`src/rtl/flash_cui_pkg.sv`:
```
package flash_cui_pkg;
  typedef enum logic [1:0] {RD_ARRAY, RD_STATUS, RD_IDENT} rd_mode_e;
  typedef enum logic [2:0] {ST_IDLE, ST_ERS_SETUP, ST_PRG_SETUP, ST_BUSY, ST_SUSP} cui_state_e;

  localparam logic [7:0] CMD_RD_ARRAY  = 8'hFF;
  localparam logic [7:0] CMD_RD_STATUS = 8'h70;
  localparam logic [7:0] CMD_RD_IDENT  = 8'h90;
  localparam logic [7:0] CMD_CLR_ERR   = 8'h50;
  localparam logic [7:0] CMD_ERASE     = 8'h20;
  localparam logic [7:0] CMD_PROG_A    = 8'h40;
  localparam logic [7:0] CMD_PROG_B    = 8'h10;
  localparam logic [7:0] CMD_CONFIRM   = 8'hD0;
  localparam logic [7:0] CMD_SUSPEND   = 8'hB0;

  localparam int SB_READY    = 7;
  localparam int SB_ERS_SUSP = 6;
  localparam int SB_ERS_ERR  = 5;
  localparam int SB_PRG_ERR  = 4;
  localparam int SB_VPP_ERR  = 3;
  localparam int SB_PRG_SUSP = 2;
  localparam int SB_LOCK_ERR = 1;
endpackage

```
`src/rtl/flash_cui_cmd.sv`:
```
module flash_cui_cmd
  import flash_cui_pkg::*;
#(
  parameter int AW       = 6,
  parameter int SW       = 2,
  parameter int BUSY_CYC = 8
) (
  input  logic                 clk_i,
  input  logic                 rst_ni,
  input  logic                 we_i,
  input  logic [AW-1:0]        addr_i,
  input  logic [7:0]           wdata_i,
  input  logic                 vpp_ok_i,
  input  logic [(1<<SW)-1:0]   lock_i,
  output cui_state_e           state_o,
  output rd_mode_e             mode_o,
  output logic [7:0]           status_o,
  output logic                 erase_go_o,
  output logic                 prog_go_o,
  output logic [AW-1:0]        op_addr_o,
  output logic [7:0]           op_data_o
);
  localparam int CW = $clog2(BUSY_CYC + 1);

  cui_state_e     state_q;
  rd_mode_e       mode_q;
  logic [CW-1:0]  cnt_q;
  logic           op_erase_q;
  logic [AW-1:0]  op_addr_q;
  logic [7:0]     op_data_q;
  logic           ers_err_q, prg_err_q, vpp_err_q, lock_err_q;

  logic [SW-1:0]  sect;
  logic           locked, susp_wr, done;

  assign sect    = addr_i[AW-1 -: SW];
  assign locked  = lock_i[sect];
  assign susp_wr = we_i && (wdata_i == CMD_SUSPEND);
  assign done    = (state_q == ST_BUSY) && (cnt_q == CW'(1)) && !susp_wr;

  always_ff @(posedge clk_i or negedge rst_ni) begin
    if (!rst_ni) begin
      state_q    <= ST_IDLE;
      mode_q     <= RD_ARRAY;
      cnt_q      <= '0;
      op_erase_q <= 1'b0;
      op_addr_q  <= '0;
      op_data_q  <= '0;
      ers_err_q  <= 1'b0;
      prg_err_q  <= 1'b0;
      vpp_err_q  <= 1'b0;
      lock_err_q <= 1'b0;
    end else begin
      unique case (state_q)
        ST_IDLE: if (we_i) begin
          unique case (wdata_i)
            CMD_RD_ARRAY:  mode_q <= RD_ARRAY;
            CMD_RD_STATUS: mode_q <= RD_STATUS;
            CMD_RD_IDENT:  mode_q <= RD_IDENT;
            CMD_CLR_ERR: begin
              ers_err_q  <= 1'b0;
              prg_err_q  <= 1'b0;
              vpp_err_q  <= 1'b0;
              lock_err_q <= 1'b0;
            end
            CMD_ERASE: begin
              state_q <= ST_ERS_SETUP;
              mode_q  <= RD_STATUS;
            end
            CMD_PROG_A, CMD_PROG_B: begin
              state_q <= ST_PRG_SETUP;
              mode_q  <= RD_STATUS;
            end
            default: ;
          endcase
        end
        ST_ERS_SETUP, ST_PRG_SETUP: if (we_i) begin
          op_erase_q <= (state_q == ST_ERS_SETUP);
          op_addr_q  <= addr_i;
          op_data_q  <= wdata_i;
          mode_q     <= RD_STATUS;
          state_q    <= ST_IDLE;
          if (state_q == ST_ERS_SETUP && wdata_i != CMD_CONFIRM) begin
            // wrong confirm byte: sequence error
            ers_err_q <= 1'b1;
            prg_err_q <= 1'b1;
          end else if (!vpp_ok_i) begin
            vpp_err_q <= 1'b1;
          end else if (locked) begin
            lock_err_q <= 1'b1;
          end else begin
            state_q <= ST_BUSY;
            cnt_q   <= CW'(BUSY_CYC);
          end
        end
        ST_BUSY: begin
          if (susp_wr) begin
            state_q <= ST_SUSP;
          end else begin
            if (we_i && wdata_i == CMD_RD_STATUS) mode_q <= RD_STATUS;
            if (done) state_q <= ST_IDLE;
            else      cnt_q   <= cnt_q - CW'(1);
          end
        end
        ST_SUSP: if (we_i) begin
          unique case (wdata_i)
            CMD_RD_ARRAY:  mode_q <= RD_ARRAY;
            CMD_RD_STATUS: mode_q <= RD_STATUS;
            CMD_RD_IDENT:  mode_q <= RD_IDENT;
            CMD_CONFIRM: begin
              state_q <= ST_BUSY;
              mode_q  <= RD_STATUS;
            end
            default: ;
          endcase
        end
        default: state_q <= ST_IDLE;
      endcase
    end
  end

  always_comb begin
    status_o              = '0;
    status_o[SB_READY]    = (state_q != ST_BUSY);
    status_o[SB_ERS_SUSP] = (state_q == ST_SUSP) && op_erase_q;
    status_o[SB_ERS_ERR]  = ers_err_q;
    status_o[SB_PRG_ERR]  = prg_err_q;
    status_o[SB_VPP_ERR]  = vpp_err_q;
    status_o[SB_PRG_SUSP] = (state_q == ST_SUSP) && !op_erase_q;
    status_o[SB_LOCK_ERR] = lock_err_q;
  end

  assign state_o    = state_q;
  assign mode_o     = mode_q;
  assign erase_go_o = done && op_erase_q;
  assign prog_go_o  = done && !op_erase_q;
  assign op_addr_o  = op_addr_q;
  assign op_data_o  = op_data_q;
endmodule

```
`src/rtl/flash_cui_array.sv`:
```
module flash_cui_array #(
  parameter int AW = 6,
  parameter int SW = 2
) (
  input  logic          clk_i,
  input  logic          rst_ni,
  input  logic          erase_i,
  input  logic          prog_i,
  input  logic [AW-1:0] op_addr_i,
  input  logic [7:0]    op_data_i,
  input  logic [AW-1:0] rd_addr_i,
  output logic [7:0]    rd_data_o
);
  localparam int DEPTH = 1 << AW;
  localparam int SSH   = AW - SW;

  logic [7:0] mem_q [DEPTH];

  always_ff @(posedge clk_i or negedge rst_ni) begin
    if (!rst_ni) begin
      for (int i = 0; i < DEPTH; i++) mem_q[i] <= 8'hFF;
    end else begin
      for (int i = 0; i < DEPTH; i++) begin
        if (erase_i && op_addr_i[AW-1 -: SW] == SW'(i >> SSH))
          mem_q[i] <= 8'hFF;
        else if (prog_i && op_addr_i == AW'(i))
          mem_q[i] <= mem_q[i] & op_data_i;
      end
    end
  end

  assign rd_data_o = mem_q[rd_addr_i];
endmodule

```
`src/rtl/flash_cui_rdmux.sv`:
```
module flash_cui_rdmux
  import flash_cui_pkg::*;
#(
  parameter int         AW  = 6,
  parameter logic [7:0] MFR = 8'hA5,
  parameter logic [7:0] DEV = 8'h3C
) (
  input  rd_mode_e      mode_i,
  input  logic [AW-1:0] addr_i,
  input  logic [7:0]    arr_i,
  input  logic [7:0]    status_i,
  output logic [7:0]    rdata_o
);
  always_comb begin
    unique case (mode_i)
      RD_STATUS: rdata_o = status_i;
      RD_IDENT: begin
        if (addr_i == AW'(0))      rdata_o = MFR;
        else if (addr_i == AW'(1)) rdata_o = DEV;
        else                       rdata_o = 8'h00;
      end
      default:   rdata_o = arr_i;
    endcase
  end
endmodule

```
`src/rtl/flash_cui.sv`:
```
module flash_cui
  import flash_cui_pkg::*;
#(
  parameter int         ADDR_W   = 6,
  parameter int         SECT_W   = 2,
  parameter int         BUSY_CYC = 8,
  parameter logic [7:0] MFR_CODE = 8'hA5,
  parameter logic [7:0] DEV_CODE = 8'h3C
) (
  input  logic                     clk_i,
  input  logic                     rst_ni,
  input  logic                     we_i,
  input  logic [ADDR_W-1:0]        addr_i,
  input  logic [7:0]               wdata_i,
  input  logic                     vpp_ok_i,
  input  logic [(1<<SECT_W)-1:0]   lock_i,
  output logic [7:0]               rdata_o,
  output logic                     ready_o
);
  cui_state_e        cui_state;
  rd_mode_e          rd_mode;
  logic [7:0]        status_byte;
  logic              erase_go, prog_go;
  logic [ADDR_W-1:0] op_addr;
  logic [7:0]        op_data, arr_data;

  flash_cui_cmd #(.AW(ADDR_W), .SW(SECT_W), .BUSY_CYC(BUSY_CYC)) u_cmd (
    .clk_i, .rst_ni, .we_i, .addr_i, .wdata_i, .vpp_ok_i, .lock_i,
    .state_o(cui_state), .mode_o(rd_mode), .status_o(status_byte),
    .erase_go_o(erase_go), .prog_go_o(prog_go),
    .op_addr_o(op_addr), .op_data_o(op_data)
  );

  flash_cui_array #(.AW(ADDR_W), .SW(SECT_W)) u_array (
    .clk_i, .rst_ni, .erase_i(erase_go), .prog_i(prog_go),
    .op_addr_i(op_addr), .op_data_i(op_data),
    .rd_addr_i(addr_i), .rd_data_o(arr_data)
  );

  flash_cui_rdmux #(.AW(ADDR_W), .MFR(MFR_CODE), .DEV(DEV_CODE)) u_rdmux (
    .mode_i(rd_mode), .addr_i, .arr_i(arr_data), .status_i(status_byte),
    .rdata_o
  );

  assign ready_o = status_byte[SB_READY];
endmodule

```
`config.mk`:
```
export PLATFORM = sky130hd
export DESIGN_NAME = flash_cui
export DESIGN_NICKNAME = d
export VERILOG_FILES = /design/src/rtl/flash_cui_pkg.sv /design/src/rtl/flash_cui_cmd.sv /design/src/rtl/flash_cui_array.sv /design/src/rtl/flash_cui_rdmux.sv /design/src/rtl/flash_cui.sv
export SDC_FILE = /design/constraint.sdc
export NUM_CORES = 1
export LEC_CHECK = 0
export BUFFER_PORTS_ARGS = -buffer_cell sky130_fd_sc_hd__buf_2
export CORE_UTILIZATION = 47
export DETAILED_ROUTE_END_ITERATION = 12
export PLACE_DENSITY_LB_ADDON = 0.2
export SLEW_MARGIN = 25
export SYNTH_ARGS = -nofsm -noshare
export SYNTH_HDL_FRONTEND = slang
export SYNTH_SLANG_ARGS = --single-unit
```
`constraint.sdc`:
```
create_clock -name clk_i -period 2.9 [get_ports clk_i]
set_input_delay 0.58 -clock clk_i [delete_from_list [all_inputs] [get_ports clk_i]]
set_output_delay 0.58 -clock clk_i [all_outputs]
set_load 0.005 [all_outputs]
```
==> run metrics <==
result of the run=complete, but fails checks; failing checks=negative setup slack; count of input and output buffers=30; met2 track utilization from global routing=45.5%; root buffer cell=sky130_fd_sc_hd__clkbuf_16; number of remaining DRC errors=0; total non-filler cell area in the finished layout=0.0295 mm2; largest fanout on the critical path=2; Slew headroom=43.2%; number of synthesized flops with an enable pin=0; DIE WIDTH=234 um; Post-Syn Area per Cell=11.1 um2; via count of the first global-routing pass=18970; CTS Sinks=539; number of standard-cell rows in the floorplan=84; Remaining Overflow, GRT=0; final antenna-violating net count=0; core region area=0.0530 mm2; worst-case setup slack after placement=-0.566 ns; full die area=0.0549 mm2; cell area after synthesis=0.0254 mm2; filler cell count=4425; io pins=31; cell types with the largest area share after synthesis=sky130_fd_sc_hd__dfstp_2 (53%), sky130_fd_sc_hd__mux4_2 (11%), sky130_fd_sc_hd__o21ai_0 (11%), sky130_fd_sc_hd__nand2_1 (8.7%), sky130_fd_sc_hd__dfrtp_1 (2.7%); final critical path time including I/O delays and setup=3.20 ns; Die Height=234 um; effective utilization at floorplan=47.9%; Hold Violations, Final=0; ratio of cells with drive above 1 in the final layout=43.1%; worst setup slack after layout=-0.296 ns; met3 Use GR=4.99%; setup repair after global routing missed its margin=yes; Inserted Diodes=0; Max Freq=313 MHz; wire length of the first global-routing pass=116000 um; count of cell types in the netlist=69; routability-driven placement congestion ratio=0.886; Net Count, Synth=2317; start point of the critical path=u_array.mem_q[17]; transition time at the pin with the least slew margin=0.851 ns; Maximum Capacitance Violations=0; GRT Resource Usage Total=28.2%; Nets=2396; proportion of synthesized flip-flops having asynchronous set or reset=100%; number of warnings reported in the yosys synthesis log=0; P&R area growth vs syn=16.5%; library cell occupying the most area in the post-synthesis netlist=sky130_fd_sc_hd__dfstp_2; number of max-slew violations in the final report=0; CTS tree=yes; DRT Wirelength=76000 um; busiest metal layer after global routing=met2; setup slack on the worst flop-to-flop path=0.27 ns; Yosys reg bits=539; Seq/Total Area, Yosys=55.7%; Synth top area share=53.0%; Clock H-tree levels=2; leakage power summed over all cells=0.0139 uW; category of the critical setup timing path=reg -> out; CTS Hold Buffers Added=0; placement-stage cell area=0.0269 mm2; share of the clock period used by the worst path=110%; main flop type after synthesis=sky130_fd_sc_hd__dfstp_2; overall power consumption=18100 uW; total placed cells including tap cells=2977; ratio of routed vias to standard cells=6.12; source of the worst register-to-register timing path=u_cmd.cnt_q[1]; pin count of the biggest net entering global routing=106; largest voltage drop on the vdd net=0.448 mV; Hold WC Path Type=in -> async; startpoint type of the worst setup path=flip-flop; Avg WL per Cell=24.5 um; final count of negative-setup-slack endpoints=8; number of vias after detailed routing=18983; maximum clock insertion buffer count=3; sum of net half-perimeters after detailed placement=45500 um; GR Util met1=38.6%; P per Cell Area=611 mW/mm2; clock latency at the later pin of the worst-skew pair=0.63 ns; number of clock buffers inserted by TritonCTS=57; count of mapped cells out of synthesis=2291; final clock skew=0.0180 ns; capturing element type of the critical path=primary output; critical path required time=2.32 ns; antenna violations before repair=1; data arrival time of the critical path=2.62 ns; DRC violation total after the first TritonRoute iteration=2018; post-route insts no fill=3102; CTS clock-pin slew for the worst setup and hold paths=0.06 ns; detailed-router iteration count before antenna repair=7
## metal layers
layer	vias to the layer above	share of wire, %
met2	723	48
met1	9924	43
met5	-	0
li1	8191	-
met4	0	2.9
met3	145	6.3
## per-stage QoR
stage | hold WS [ns] | util [%] | setup TNS, ns
final | 0.0814 | 55.8 | -1.55
after global routing | 0.0863 | 55.8 | -2.12
after floorplan | 0.284 | - | 0
after global placement | 0.461 | 50.8 | -3.34
after CTS | 0.0639 | 55.5 | -1.71
after detailed placement | 0.468 | 50.8 | -3.57
## where the power goes
| part | leakage, uW | switching, uW | internal, uW |
|---|---|---|---|
| combinational | 0.00729 | 1390 | 883 |
| clock | 0.000985 | 3100 | 4670 |
| sequential | 0.00560 | 265 | 7730 |
| total | 0.0139 | 4760 | 13300 |
## cell families (layout without fill, tap and decap cells)
group	after synthesis	after routing	synth area share, %
AO/OA/AOI/OAI	630	630	13.2
AND/OR/NAND/NOR	727	727	12.0
multiplexers	174	174	13.2
XOR/XNOR	2	2	0.0691
buffers and inverters	215	338	5.66
flip-flops	539	539	55.7
adder cells (fa/ha/maj)	4	4	0.197
## cell usage in the layout, fill, tap and decap left out, types with 5 or more instances in the layout
cell type and count:
sky130_fd_sc_hd__a31oi_1 6, sky130_fd_sc_hd__o21ai_0 533, sky130_fd_sc_hd__clkinv_2 10, sky130_fd_sc_hd__bufinv_16 7, sky130_fd_sc_hd__buf_12 47, sky130_fd_sc_hd__buf_2 23, sky130_fd_sc_hd__clkbuf_8 17, sky130_fd_sc_hd__a211oi_1 7
sky130_fd_sc_hd__clkbuf_1 8, sky130_fd_sc_hd__o21ai_1 6, sky130_fd_sc_hd__buf_6 9, sky130_fd_sc_hd__nand3_2 6, sky130_fd_sc_hd__mux2_2 24, sky130_fd_sc_hd__nand2b_1 5, sky130_fd_sc_hd__o22ai_1 9, sky130_fd_sc_hd__a21oi_1 11
sky130_fd_sc_hd__clkbuf_16 60, sky130_fd_sc_hd__buf_8 5, sky130_fd_sc_hd__nor2b_1 11, sky130_fd_sc_hd__mux2i_1 20, sky130_fd_sc_hd__nor3_1 11, sky130_fd_sc_hd__nor2_1 37, sky130_fd_sc_hd__buf_4 130, sky130_fd_sc_hd__mux4_2 125
sky130_fd_sc_hd__nand3_1 21, sky130_fd_sc_hd__inv_1 13, sky130_fd_sc_hd__a21oi_2 5, sky130_fd_sc_hd__dfstp_2 512, sky130_fd_sc_hd__nand2_2 7, sky130_fd_sc_hd__nor3b_1 5, sky130_fd_sc_hd__dfrtp_1 27, sky130_fd_sc_hd__nand2_1 580
## path summary, 6_finish.rpt
check,end,cells past startpoint
setup / recovery,rdata_o[1],7
hold / removal,u_array.mem_q[511],1
setup reg to reg,u_array.mem_q[362],9
hold reg to reg,u_array.mem_q[422],2
max in group asynchronous,u_array.mem_q[345],2
min in group clk_i,u_cmd.op_data_o[1],2
## what timing repair did
| action | 4_1_cts | 5_1_grt |
|---|---|---|
| pin swaps | 9 | 8 |
| resized for setup | 73 | 30 |
| setup endpoints to repair | 8 | 8 |
| buffers inserted | 12 | 12 |
| gates cloned | 5 | 1 |
## Yosys cell counts (8+ instances only)
library cell	instances
sky130_fd_sc_hd__nor2_1	38
sky130_fd_sc_hd__buf_6	33
sky130_fd_sc_hd__o21ai_0	538
sky130_fd_sc_hd__clkbuf_1	54
sky130_fd_sc_hd__a21oi_1	17
sky130_fd_sc_hd__nand2_1	586
sky130_fd_sc_hd__dfrtp_1	27
sky130_fd_sc_hd__o22ai_1	13
sky130_fd_sc_hd__buf_4	20
sky130_fd_sc_hd__nand3_1	24
sky130_fd_sc_hd__clkbuf_2	33
sky130_fd_sc_hd__nor2b_1	12
sky130_fd_sc_hd__mux4_2	125
sky130_fd_sc_hd__inv_1	13
sky130_fd_sc_hd__buf_2	42
sky130_fd_sc_hd__buf_12	11
sky130_fd_sc_hd__dfstp_2	512
sky130_fd_sc_hd__nor4_1	8
sky130_fd_sc_hd__nor3_1	13
sky130_fd_sc_hd__mux2i_1	22
sky130_fd_sc_hd__mux2_2	25
sky130_fd_sc_hd__a211oi_1	8
## state kept, by name, summed over array words and instances, names as in the netlist
name,cells
u_array.mem_q,512
u_cmd.op_data_o,8
u_cmd.op_addr_o,6
u_cmd.cnt_q,4
u_cmd.state_o,3
u_cmd.mode_o,2
u_cmd.ers_err_q,1
u_cmd.lock_err_q,1
u_cmd.op_erase_q,1
u_cmd.vpp_err_q,1
## cell type report
cell class | instances | area (um2) | share of cell area [%]
Clock buffer | 82 | 1700 | 5.76
Clock inverter | 21 | 299 | 1.01
Inverter | 14 | 52.6 | 0.178
Multi-Input combinational cell | 1537 | 10100 | 34.3
Sequential cell | 539 | 14100 | 47.8
Tap cell | 688 | 861 | 2.91
Timing Repair Buffer | 221 | 2380 | 8.06
## worst max-delay path: stages, from the launching register on
cell                        delay, ns
sky130_fd_sc_hd__dfstp_2         0.37
sky130_fd_sc_hd__mux4_2          0.49
sky130_fd_sc_hd__a22oi_2         0.24
sky130_fd_sc_hd__nand3_2         0.15
sky130_fd_sc_hd__a2111oi_4       0.38
sky130_fd_sc_hd__buf_4           0.17
sky130_fd_sc_hd__nor3_1          0.05
sky130_fd_sc_hd__buf_2           0.15
No activity file was read; power rests on OpenSTA's default activity.
